### config.mk
export PLATFORM = sky130hd
export DESIGN_NAME = cdtimer
export DESIGN_NICKNAME = d
export VERILOG_FILES = /design/src/rtl/cdtimer_pkg.sv /design/src/rtl/cdtimer_prescale.sv /design/src/rtl/cdtimer_regs.sv /design/src/rtl/cdtimer_core.sv /design/src/rtl/cdtimer.sv
export SDC_FILE = /design/constraint.sdc
export NUM_CORES = 1
export LEC_CHECK = 0
export ABC_AREA = 0
export BUFFER_PORTS_ARGS = -buffer_cell sky130_fd_sc_hd__buf_4
export CORE_ASPECT_RATIO = 1.4
export CORE_UTILIZATION = 45
export CTS_CLUSTER_DIAMETER = 50
export DETAILED_ROUTE_END_ITERATION = 8
export PLACE_DENSITY = 0.75
export SETUP_SLACK_MARGIN = 0.02
export SYNTH_ARGS = -nofsm -noshare
export SYNTH_HDL_FRONTEND = slang
export SYNTH_HIERARCHICAL = 1
export SYNTH_SLANG_ARGS = --single-unit
### constraint.sdc
create_clock -name clk -period 2.9 [get_ports clk]
set_input_delay 0.58 -clock clk [delete_from_list [all_inputs] [get_ports clk]]
set_output_delay 0.58 -clock clk [all_outputs]
set_load 0.005 [all_outputs]
### src/rtl/cdtimer_pkg.sv
package cdtimer_pkg;
    localparam int unsigned DATA_W   = 32;
    localparam int unsigned ADDR_W   = 2;
    localparam int unsigned CODE_W   = 4;
    localparam int unsigned IDX_W    = 3;
    localparam int unsigned PRE_W    = 7;
    localparam int unsigned VEC_W    = 8;
    localparam int unsigned BIT_AUTO = 17;
    localparam int unsigned BIT_MASK = 16;

    localparam logic [ADDR_W-1:0] A_MODE  = 2'd0;
    localparam logic [ADDR_W-1:0] A_START = 2'd1;
    localparam logic [ADDR_W-1:0] A_LIVE  = 2'd2;
    localparam logic [ADDR_W-1:0] A_DIV   = 2'd3;

    typedef enum logic [1:0] {
        ST_IDLE = 2'd0,
        ST_RUN  = 2'd1,
        ST_DONE = 2'd2
    } tmr_state_t;
endpackage

### src/rtl/cdtimer_prescale.sv
module cdtimer_prescale
    import cdtimer_pkg::*;
#(
    parameter int unsigned PW = PRE_W
) (
    input  logic             clk,
    input  logic             rst_n,
    input  logic [IDX_W-1:0] idx_i,
    input  logic             restart_i,
    output logic             tick_o
);
    logic [PW-1:0] pcnt_q;
    logic [IDX_W-1:0] shamt;
    logic [PW:0]   lim_w;
    logic [PW-1:0] lim;

    // divisor is 2^(idx+1) with the top index wrapping to 2^0
    assign shamt  = idx_i + 3'd1;
    assign lim_w  = ({{PW{1'b0}}, 1'b1} << shamt) - {{PW{1'b0}}, 1'b1};
    assign lim    = lim_w[PW-1:0];
    assign tick_o = (pcnt_q == lim);

    always_ff @(posedge clk or negedge rst_n) begin
        if (!rst_n)          pcnt_q <= '0;
        else if (restart_i)  pcnt_q <= '0;
        else if (tick_o)     pcnt_q <= '0;
        else                 pcnt_q <= pcnt_q + 1'b1;
    end

    p_pcnt_bound_r3: assert property (@(posedge clk) disable iff (!rst_n)
        pcnt_q <= lim);
endmodule

### src/rtl/cdtimer_regs.sv
module cdtimer_regs
    import cdtimer_pkg::*;
(
    input  logic              clk,
    input  logic              rst_n,
    input  logic              wr_i,
    input  logic [ADDR_W-1:0] addr_i,
    input  logic [DATA_W-1:0] wdata_i,
    input  logic [DATA_W-1:0] live_i,
    output logic [DATA_W-1:0] rdata_o,
    output logic [DATA_W-1:0] start_o,
    output logic              auto_o,
    output logic              mask_o,
    output logic [IDX_W-1:0]  idx_o,
    output logic              load_o,
    output logic              div_wr_o
);
    logic [VEC_W-1:0]  vec_q;
    logic [CODE_W-1:0] code_q;

    assign load_o   = wr_i && (addr_i == A_START);
    assign div_wr_o = wr_i && (addr_i == A_DIV);
    assign idx_o    = {code_q[3], code_q[1:0]};

    always_ff @(posedge clk or negedge rst_n) begin
        if (!rst_n) begin
            vec_q   <= '0;
            code_q  <= '0;
            start_o <= '0;
            auto_o  <= 1'b0;
            mask_o  <= 1'b0;
        end else if (wr_i) begin
            unique case (addr_i)
                A_MODE: begin
                    auto_o <= wdata_i[BIT_AUTO];
                    mask_o <= wdata_i[BIT_MASK];
                    vec_q  <= wdata_i[VEC_W-1:0];
                end
                A_START: start_o <= wdata_i;
                A_DIV:   code_q  <= wdata_i[CODE_W-1:0];
                default: ;
            endcase
        end
    end

    always_comb begin
        rdata_o = '0;
        unique case (addr_i)
            A_MODE: begin
                rdata_o[BIT_AUTO]  = auto_o;
                rdata_o[BIT_MASK]  = mask_o;
                rdata_o[VEC_W-1:0] = vec_q;
            end
            A_START: rdata_o = start_o;
            A_LIVE:  rdata_o = live_i;
            A_DIV:   rdata_o[CODE_W-1:0] = code_q;
            default: rdata_o = '0;
        endcase
    end
endmodule

### src/rtl/cdtimer_core.sv
module cdtimer_core
    import cdtimer_pkg::*;
#(
    parameter int unsigned CW = DATA_W
) (
    input  logic          clk,
    input  logic          rst_n,
    input  logic          load_i,
    input  logic [CW-1:0] load_val_i,
    input  logic [CW-1:0] start_i,
    input  logic          auto_i,
    input  logic          mask_i,
    input  logic          tick_i,
    output logic [CW-1:0] cnt_o,
    output logic          irq_o
);
    tmr_state_t    state_q, state_d;
    logic [CW-1:0] cnt_q, cnt_d;
    logic          expire;

    always_comb begin
        state_d = state_q;
        cnt_d   = cnt_q;
        expire  = 1'b0;
        unique case (state_q)
            ST_IDLE: ;
            ST_RUN: begin
                if (tick_i) begin
                    if (cnt_q == {{(CW-1){1'b0}}, 1'b1}) begin
                        expire = 1'b1;
                        if (auto_i) begin
                            cnt_d = start_i;          // expire-reload
                        end else begin
                            cnt_d   = '0;             // expire-stop
                            state_d = ST_DONE;
                        end
                    end else begin
                        cnt_d = cnt_q - 1'b1;
                    end
                end
            end
            ST_DONE: ;
            default: state_d = ST_IDLE;
        endcase
        if (load_i) begin
            expire  = 1'b0;
            cnt_d   = load_val_i;
            state_d = (load_val_i == '0) ? ST_IDLE : ST_RUN;
        end
    end

    always_ff @(posedge clk or negedge rst_n) begin
        if (!rst_n) begin
            state_q <= ST_IDLE;
            cnt_q   <= '0;
        end else begin
            state_q <= state_d;
            cnt_q   <= cnt_d;
        end
    end

    always_ff @(posedge clk or negedge rst_n) begin
        if (!rst_n) irq_o <= 1'b0;
        else        irq_o <= expire && !mask_i;
    end

    assign cnt_o = cnt_q;

    p_step_one_r3: assert property (@(posedge clk) disable iff (!rst_n)
        (state_q == ST_RUN && tick_i && cnt_q > 1 && !load_i)
        |=> cnt_q == $past(cnt_q) - 1);

    p_load_r4: assert property (@(posedge clk) disable iff (!rst_n)
        (load_i && load_val_i != '0) |=> (cnt_q == $past(load_val_i) && state_q == ST_RUN));

    p_hold_zero_r6: assert property (@(posedge clk) disable iff (!rst_n)
        (state_q == ST_DONE && !load_i) |=> (cnt_q == '0 && state_q == ST_DONE));

    p_reload_r7: assert property (@(posedge clk) disable iff (!rst_n)
        (state_q == ST_RUN && tick_i && cnt_q == 1 && auto_i && !load_i)
        |=> cnt_q == $past(start_i));

    p_zero_idle_r8: assert property (@(posedge clk) disable iff (!rst_n)
        (load_i && load_val_i == '0) |=> (state_q == ST_IDLE && !irq_o));
endmodule

### src/rtl/cdtimer.sv
module cdtimer
    import cdtimer_pkg::*;
(
    input  logic              clk,
    input  logic              rst_n,
    input  logic              bus_wr,
    input  logic [ADDR_W-1:0] bus_addr,
    input  logic [DATA_W-1:0] bus_wdata,
    output logic [DATA_W-1:0] bus_rdata,
    output logic              irq_o
);
    logic [DATA_W-1:0] start_w, live_w;
    logic              auto_w, mask_w, load_w, div_wr_w, tick_w;
    logic [IDX_W-1:0]  idx_w;

    cdtimer_regs u_regs (
        .clk      (clk),
        .rst_n    (rst_n),
        .wr_i     (bus_wr),
        .addr_i   (bus_addr),
        .wdata_i  (bus_wdata),
        .live_i   (live_w),
        .rdata_o  (bus_rdata),
        .start_o  (start_w),
        .auto_o   (auto_w),
        .mask_o   (mask_w),
        .idx_o    (idx_w),
        .load_o   (load_w),
        .div_wr_o (div_wr_w)
    );

    cdtimer_prescale #(.PW(PRE_W)) u_pre (
        .clk       (clk),
        .rst_n     (rst_n),
        .idx_i     (idx_w),
        .restart_i (load_w || div_wr_w),
        .tick_o    (tick_w)
    );

    cdtimer_core #(.CW(DATA_W)) u_core (
        .clk        (clk),
        .rst_n      (rst_n),
        .load_i     (load_w),
        .load_val_i (bus_wdata),
        .start_i    (start_w),
        .auto_i     (auto_w),
        .mask_i     (mask_w),
        .tick_i     (tick_w),
        .cnt_o      (live_w),
        .irq_o      (irq_o)
    );

    p_masked_quiet_r9: assert property (@(posedge clk) disable iff (!rst_n)
        irq_o |-> !$past(mask_w));

    p_live_ro_r2: assert property (@(posedge clk) disable iff (!rst_n)
        (bus_wr && bus_addr == A_LIVE && !tick_w) |=> $stable(live_w));
endmodule

== After elaboration in Yosys (flattened, before gate mapping) ==
Index checks and enable logic that the tools add are counted.

* Bits of input ports: 37
* Output and inout bits: 33
* Logic and storage cells: 63
* Flip-flop bits (word level): 88

* Multiplexer cells: 22
* Equal/unequal tests: 11
* Reductions and logical operators: 16
* Shifts and indexed selects: 1
* Add/sub/neg operators: 4

{| class="wikitable"
|+ Operator list
! kind !! number
|-
| 2-to-1 mux 32 bit || 5
|-
| == test 32 x 1 -> 1 bit (second input constant) || 1
|-
| zero test 32 bit || 1
|-
| subtractor 32 x 1 -> 32 bit (second input constant) || 1
|-
| case mux 14 bit (2 select lines) || 1
|-
| case mux 4 bit (4 select lines) || 1
|-
| case mux 8 bit (2 select lines) || 1
|-
| 2-to-1 mux 7 bit || 2
|-
| case mux 4 bit (3 select lines) || 1
|-
| 2-to-1 mux 2 bit || 4
|-
| AND reduction 2 bit || 4
|-
| adder 7 x 1 -> 7 bit (second input constant) || 1
|-
| == test 7 bit || 1
|-
| left shift 1 x 3 -> 7 bit (first input constant) || 1
|-
| subtractor 7 x 1 -> 7 bit (second input constant) || 1
|-
| == test 2 bit (second input constant) || 3
|-
| != test 3 bit (second input constant) || 2
|-
| case mux 2 bit (3 select lines) || 1
|-
| 2-to-1 mux 1 bit || 5
|-
| == test 2 x 1 -> 1 bit (second input constant) || 2
|-
| zero test 2 bit || 2
|-
| case mux 2 bit (2 select lines) || 1
|-
| AND reduction 4 bit || 1
|-
| nonzero test 2 bit || 2
|-
| 7 further kinds || 9
|}

== Depth between registers and ports, before layout ==
Gate-level depths: netlist of the first run.

* Depth in word-level cells: 8
* Depth in mapped cells: 17
* Depth with buffers taken out: 12

== Hierarchy ==
The synthesis of the first run kept the hierarchy.

{| class="wikitable"
|+ Modules (own cells, without submodules)
! module !! seq. area each (um^2) !! times used !! cells an instance !! area each (um^2)
|-
| cdtimer_core || 875.8 || 1 || 349 || 2,815.2
|-
| cdtimer_regs || 1,151.1 || 1 || 190 || 2,481.1
|-
| cdtimer_prescale || 175.2 || 1 || 67 || 621.8
|-
| cdtimer || 0.0 || 1 || 1 || 6.3
|}

== Least setup slack after synthesis of the first run ==
Ideal clock, no wire load.

* Path type: flip-flop to flip-flop
* Start point: register u_regs.code_q[3]
* End point: register u_core.cnt_q[27] (netlist: u_core/cnt_o[27])
* Slack: -155 ps
* Path buffers: 6
* Data required time: 2,774 ps
* Period minus slack after synthesis: 3,055 ps
* Library setup time: 126 ps
* Arrival time: 2,929 ps
* Cell stages (with the launch flop): 17
* Cell sequence: dfrtp_1 -> buf_4 -> buf_2 -> nor2_1 -> nand2_1 -> ha_1 -> or3_2 -> a21oi_1 -> o311a_1 -> buf_6 -> and3b_1 -> clkbuf_1 -> nand2_1 -> clkbuf_1 -> clkbuf_1 -> a31oi_1 -> a21oi_1

* Cells in the longest elaborated chain, start to end: 6

{| class="wikitable"
|+ Ends and longest elaborated chain
! element !! line !! RTL
|-
| from (decl) || cdtimer_regs.sv:19 || <nowiki>logic [CODE_W-1:0] code_q;</nowiki>
|-
| from (signal assigned) || cdtimer_regs.sv:40 || <nowiki>A_DIV: code_q <= wdata_i[CODE_W-1:0];</nowiki>
|-
| adder 3 x 1 -> 3 bit || cdtimer_prescale.sv:18 || <nowiki>assign shamt = idx_i + 3'd1;</nowiki>
|-
| left shift 1 x 3 -> 7 bit || cdtimer_prescale.sv:19 || <nowiki>assign lim_w = ({{PW{1'b0}}, 1'b1} << shamt) - {{PW{1'b0}}, 1'b1};</nowiki>
|-
| subtractor 7 x 1 -> 7 bit || cdtimer_prescale.sv:19 ||
|-
| == test 7 bit || cdtimer_prescale.sv:21 || <nowiki>assign tick_o = (pcnt_q == lim);</nowiki>
|-
| via tick_w || cdtimer.sv:13 || <nowiki>logic auto_w, mask_w, load_w, div_wr_w, tick_w;</nowiki>
|-
| nonzero test 2 bit (no line) || -- ||
|-
| AND reduction 2 bit (no line) || -- ||
|-
| to (signal assigned) || cdtimer_core.sv:58 || <nowiki>cnt_q <= cnt_d;</nowiki>
|-
| to (decl) || cdtimer_core.sv:18 || <nowiki>logic [CW-1:0] cnt_q, cnt_d;</nowiki>
|}

The timed path passes the listed nets, and every way through them passes these cells.
A chain may end at the register's enable or synchronous reset.

== Worst setup path after layout of the first run ==
* Start point: register u_regs.code_q[1]
* End point: register u_core.cnt_q[21] (netlist: u_core/cnt_o[21])

The elaborated chain is that of the path after synthesis.

==> results of run 1 <==
-- worst min path at each step --
stage / from / cells after the start / slack [ns] / to
after floorplan: rst_n / 0 / 0.28 / u_core/cnt_o[0]
after global placement: u_regs/mask_o / 1 / 0.47 / u_core/irq_o
after detailed placement: u_regs/mask_o / 1 / 0.48 / u_core/irq_o
after CTS: rst_n / 1 / 0.28 / u_regs/vec_q[3]
after global routing: rst_n / 1 / 0.30 / u_regs/vec_q[1]
final: rst_n / 1 / 0.24 / u_regs/vec_q[3]
-- registers in the layout, indices dropped and copies added (netlist names) --
signal          cells
u_regs/start_o     32
u_core/irq_o        1
u_regs/auto_o       1
u_core/cnt_o       32
u_pre/pcnt_q        7
u_core/state_q      2
u_regs/vec_q        8
u_regs/mask_o       1
u_regs/code_q       4
-- power by group --
part	total (mW)	internal [mW]	switching (mW)
combinational	1.71	0.886	0.819
sequential	1.98	1.54	0.442
clock	1.19	0.690	0.502
-- layout make-up --
| class | instances | area (sq um) |
|---|---|---|
| clock buffers | 11 | 243 |
| inverters | 18 | 67.6 |
| repair buffers | 102 | 795 |
| multi-input cells | 451 | 3400 |
| flip-flops and latches | 88 | 2200 |
| fillers | 1106 | 5850 |
| well taps | 153 | 191 |
| clock inverters | 5 | 56.3 |
-- synth_stat cells (9+ instances only) --
library cell and count:
sky130_fd_sc_hd__nor3_1 16, sky130_fd_sc_hd__a222oi_1 10, sky130_fd_sc_hd__mux2i_1 9, sky130_fd_sc_hd__buf_2 10, sky130_fd_sc_hd__and3_1 10, sky130_fd_sc_hd__or3_1 13
sky130_fd_sc_hd__nor4_1 15, sky130_fd_sc_hd__mux2_2 25, sky130_fd_sc_hd__clkbuf_1 24, sky130_fd_sc_hd__a22oi_1 25, sky130_fd_sc_hd__buf_6 10, sky130_fd_sc_hd__xnor2_1 18
sky130_fd_sc_hd__mux2_4 29, sky130_fd_sc_hd__dfrtp_1 88, sky130_fd_sc_hd__nor2_1 33, sky130_fd_sc_hd__nor2b_1 22, sky130_fd_sc_hd__o21ai_0 23, sky130_fd_sc_hd__nand2_1 54
sky130_fd_sc_hd__inv_1 18, sky130_fd_sc_hd__a21oi_1 24, sky130_fd_sc_hd__ha_1 9
-- cells by family (layout without fill, tap and decap cells) --
kind of cell | Yosys count | in the layout | synth area share (%)
multiplexers | 64 | 64 | 13.8
XOR/XNOR | 26 | 26 | 3.84
AND/OR/NAND/NOR | 212 | 212 | 20.1
adder cells (fa/ha/maj) | 9 | 9 | 1.90
AO/OA/AOI/OAI | 140 | 140 | 17.1
flip-flops | 88 | 88 | 37.2
buffers and inverters | 68 | 136 | 6.06
-- per-layer routing --
metal	vias up	GRT usage [%]	part of all wire (%)
met2	222	45.8	52
met3	41	4.11	4.7
met1	2605	29.6	39
met5	-	0	0
li1	2364	-	-
met4	0	13.8	3.4
-- through the flow --
| stage | std cells | hold WS [ns] |
|---|---|---|
| detailed placement | 811 | 0.484 |
| finish | 828 | 0.242 |
| CTS | 827 | 0.280 |
| global route | 828 | 0.301 |
| floorplan | 607 | 0.284 |
| global placement | 811 | 0.467 |
-- what timing repair did --
item / 4_1_cts / 5_1_grt
endpoints found under the setup margin: 0 / 16
setup buffers: 0 / 1
resized for setup: 0 / 8
==> impl_metrics.toml, run 1 <==
[route]
detail-route-antenna-nets = 0
via_count = 5232
routedWlPerCell_um = 20.7
drc = 0
drt_iter0_drc = 534
via_count_normalized_by_instance_count = 6.32
routed_wl_mm = 17.2
detailedRoute.firstPassIterationCount = 7

[timing]
setup-violations-final = 0
final_hold_viol_count = 0
tightestPinTransition_ns = 0.652
final_clock_period_utilization_by_the_worst_path_pct = 97.1
timing.clock.skew_ns = 0.0105
tns_ns = 0
max_freq_mhz = 355
period_minus_slack_ns = 2.82
final_critical_path_setup_slack_ns = 0.0835
maxSlewViolCount = 0
max_slew_margin_pct = 56.6

[layout]
final_nets = 716
drive_gt1_share_pct = 30.4
diodes = 0
areaGrowthSynthToFinish_pct = 17.5
mostFrequentLayoutCells = "sky130_fd_sc_hd__buf_4 (99), sky130_fd_sc_hd__dfrtp_1 (86), sky130_fd_sc_hd__nand2_1 (54), sky130_fd_sc_hd__nor2_1 (31), sky130_fd_sc_hd__mux2_4 (29)"
mostFrequentLayoutCell = "sky130_fd_sc_hd__buf_4"
finalInstanceArea_sq_um = 6960
final_core_util_pct = 54.3

[worst_setup_path]
critical_path.slowest_cell = "sky130_fd_sc_hd__dfrtp_2"
timing.rr.start = "u_regs/code_q[1]"
path_common_cell = "sky130_fd_sc_hd__nand2_1"
critical_path_peak_fanout = 16
timing.critical_path.from = "u_regs/code_q[1]"
end_kind = "flop"
cp.arrival_ns = 3.05
r2r_cells = 12
critPathLaunchType = "flop"
crit_chain = "nor2_2 > nand2_1 > ha_4 > or3_2 > a21oi_1 > o311a_1 > and3b_2 > buf_6 > nand2_1 > nor4_2 > o31ai_1 > o221a_2"
timing_worst_setup_path_type = "flop to flop"
worstPathRequired_ns = 3.14
setup.reg_to_reg.worst_slack_ns = 0.08
cp_num_cells = 12
cp_bufs_invs = 1
crit_path_end = "u_core/cnt_o[21]"
critical_path.top_delay_family = "simple AND/OR/NAND/NOR gates"
critical_path.max_stage_delay_ns = 0.45
timing.rr.end = "u_core/cnt_o[21]"

[synth]
post_synth_instance_area_sq_um = 5920
post-synth-top-area-cell = "sky130_fd_sc_hd__dfrtp_1"
postSynthNetCount = 653
ys_types = 68
yosys_most_used_dff = "sky130_fd_sc_hd__dfrtp_1"
synth_seq_area_share_pct = 37.2
avg_cell_area_syn_sq_um = 9.76
synth-async-reset-ratio_pct = 100
synth_enable_flop_cells = 0
synth.top_cells.by_area = "sky130_fd_sc_hd__dfrtp_1 (37%), sky130_fd_sc_hd__mux2_4 (7.3%), sky130_fd_sc_hd__mux2_2 (4.8%)"
share_of_the_synthesized_area_in_the_top_cell_type_pct = 37.2
yosysWarningCount = 6
synthCells = 607
ys_seq_elements = 88

[power]
total_leakage_power_nw = 3.03
ir_drop_worst_vdd_mv = 0.313
power_density_nw_per_um2 = 701
total_power_mw = 4.88

[global_routing]
first_global_vias = 5315
grt_pass1_wl_mm = 27.4
grt_start_max_net_pins = 49
gr-total-overflow = 0
grt_use_total_pct = 25.7
antenna_found_initial = 0

[clocking]
clock-sinks = 88
cts.hold.buffers_added = 0
h-tree-depth = 3
cts_tree = "yes"
cts_buffers = 9
clock_path_buffers = 2
cts_root_buffer = "sky130_fd_sc_hd__clkbuf_16"
clk_pin_slew_ns = 0.07
clk-insertion-delay-late_ns = 0.35

[die]
placement_rows = 49
coreArea_sq_um = 12800
fp.dieH_um = 138
chipWidth_um = 99.0
initial_core_util_pct = 46.2
design.portCount = 70
fp.dieArea_sq_um = 13600

[place]
routabilityCongestion = 0.903
post-place-ws_ns = 0.129
portBuffers = 69
post-dp-hpwl_mm = 11.9
post_dp_cell_area_sq_um = 6620

[run]
maxCapViolCount = 0

[min_path]
classification_of_the_worst_slack_hold_path = "input port to async pin"

[outcome]
outcome = "completed"
Power figures use the tool's default switching activity.
==> run 2: changes to the inputs <==
==> constraint.sdc (replaced) <==
create_clock -name clk -period 2.9 [get_ports clk]
set_input_delay 0.435 -clock clk [delete_from_list [all_inputs] [get_ports clk]]
set_output_delay 0.435 -clock clk [all_outputs]
set_load 0.005 [all_outputs]
==> impl_metrics.toml, run 2 (synthesis gave the netlist of run 1 again) <==
[route]
drt_iter0_drc = 471
drc = 0
via_count_normalized_by_instance_count = 6.39
routedWlPerCell_um = 20.7
via_count = 5279
detailedRoute.firstPassIterationCount = 7
routed_wl_mm = 17.1
detail-route-antenna-nets = 0

[global_routing]
grt_use_total_pct = 25.6
grt_start_max_net_pins = 89
gr-total-overflow = 0
grt_pass1_wl_mm = 27.4
antenna_found_initial = 0
first_global_vias = 5341

[clocking]
cts_buffers = 9
cts.hold.buffers_added = 0
clock_path_buffers = 2
clk-insertion-delay-late_ns = 0.34
h-tree-depth = 3
clk_pin_slew_ns = 0.07
cts_tree = "yes"
cts_root_buffer = "sky130_fd_sc_hd__clkbuf_16"
clock-sinks = 88

[power]
power_frac_comb_pct = 34.5
ir_drop_worst_vdd_mv = 0.433
total_leakage_power_nw = 3.05
total_switching_power_mw = 1.80
seqPwrFrac_pct = 39.8
power_density_nw_per_um2 = 712
power.share.clock_pct = 25.7
sw_frac_of_total_pct = 36.0
power_report.internal_total_mw = 3.19

[die]
placement_rows = 49
fp.dieArea_sq_um = 13600
fp.dieH_um = 138
initial_core_util_pct = 46.2
coreArea_sq_um = 12800
design.portCount = 70
chipWidth_um = 99.0

[place]
routabilityCongestion = 0.888
numPlacedInstances = 808
post_dp_cell_area_sq_um = 6600
portBuffers = 69
post-dp-hpwl_mm = 11.6

[timing]
max_freq_mhz = 359
final_hold_viol_count = 0
maxSlewViolCount = 0
final_clock_period_utilization_by_the_worst_path_pct = 96.1
tightestPinTransition_ns = 0.698
setup-violations-final = 0
timing.clock.skew_ns = 0.00558
max_slew_margin_pct = 53.0
rsz0062_at_grt = "no"
tns_ns = 0
period_minus_slack_ns = 2.79

[outcome]
outcome = "completed"

[layout]
diodes = 0
final_nets = 714
areaGrowthSynthToFinish_pct = 18.4
finalInstanceArea_sq_um = 7010
drive_gt1_share_pct = 31.1
mostFrequentLayoutCells = "sky130_fd_sc_hd__buf_4 (94), sky130_fd_sc_hd__dfrtp_1 (86), sky130_fd_sc_hd__nand2_1 (53), sky130_fd_sc_hd__nor2_1 (31), sky130_fd_sc_hd__mux2_4 (29)"
mostFrequentLayoutCell = "sky130_fd_sc_hd__buf_4"
layoutNonFillerInstCount = 826

[worst_setup_path]
setup.reg_to_reg.worst_slack_ns = 0.11
cp.arrival_ns = 3.01
worstPathRequired_ns = 3.12
timing.rr.end = "u_core/cnt_o[23]"
critPathLaunchType = "flop"
r2r_cells = 11
timing_worst_setup_path_type = "flop to flop"
end_kind = "flop"
timing.rr.start = "u_regs/code_q[3]"
critical_path_peak_fanout = 7
timing.critical_path.from = "u_regs/code_q[3]"

[run]
maxCapViolCount = 0

[min_path]
classification_of_the_worst_slack_hold_path = "input port to async pin"
-- run 2: timing repair --
item / in CTS / in global routing
endpoints found under the hold margin: 0 / 0
gates resized for setup: 0 / 17
setup buffers: 0 / 1
setup endpoints to repair: 0 / 15
-- run 2: how the worst max path moves through the flow --
stage                                   to  slack [ns]
after floorplan           u_core/cnt_o[27]        0.03
after global placement    u_core/cnt_o[23]        0.28
after detailed placement  u_core/cnt_o[21]        0.10
after CTS                 u_core/cnt_o[21]        0.09
after global routing      u_core/cnt_o[23]        0.02
final                     u_core/cnt_o[23]        0.11
-- run 2: worst max-delay path, stage by stage, from the launching register on --
cell                        delay, ns
sky130_fd_sc_hd__dfrtp_2         0.43
sky130_fd_sc_hd__nand3_1         0.17
sky130_fd_sc_hd__ha_2            0.28
sky130_fd_sc_hd__xnor2_2         0.15
sky130_fd_sc_hd__o211a_1         0.13
sky130_fd_sc_hd__o31ai_1         0.27
sky130_fd_sc_hd__o311a_1         0.30
sky130_fd_sc_hd__and3b_2         0.27
sky130_fd_sc_hd__nand2_2         0.10
sky130_fd_sc_hd__buf_6           0.19
sky130_fd_sc_hd__a2111oi_2       0.28
sky130_fd_sc_hd__nor3_1          0.09
-- run 2: power groups by stage --
stage / Combinational [mW] / Sequential, mW / Clock [mW]
after floorplan: 1.24 / 1.85 / 0
after global placement: 1.59 / 1.97 / 0
after detailed placement: 1.65 / 1.99 / 0
after CTS: 1.67 / 1.97 / 1.30
after global routing: 1.87 / 2.04 / 1.35
final: 1.72 / 1.99 / 1.28
-- run 2: per-layer routing --
metal	GRT usage (%)	vias up	wire [um]
met5	0	-	0
met4	13.4	0	669
li1	-	2371	-
met1	30.7	2625	6700
met3	3.20	53	757
met2	44.9	230	8990
-- run 2: per-stage QoR --
step                      utilization, %  hold WS (ns)  setup slack (ns)  total power, mW
after floorplan                        -         0.139            0.0276             3.09
after global placement              51.5         0.468             0.279             3.56
after CTS                           54.0         0.146            0.0919             4.94
after global routing                54.7         0.170            0.0176             5.26
after detailed placement            51.5         0.476             0.103             3.64
final                               54.7         0.122             0.113             4.99
-- run 2: layout make-up --
type	instances	area [sq um]
fillers	1067	5800
clock buffers	9	225
flip-flops and latches	88	2200
repair buffers	100	793
clock inverters	7	103
well taps	153	191
multi-input cells	451	3430
inverters	18	67.6
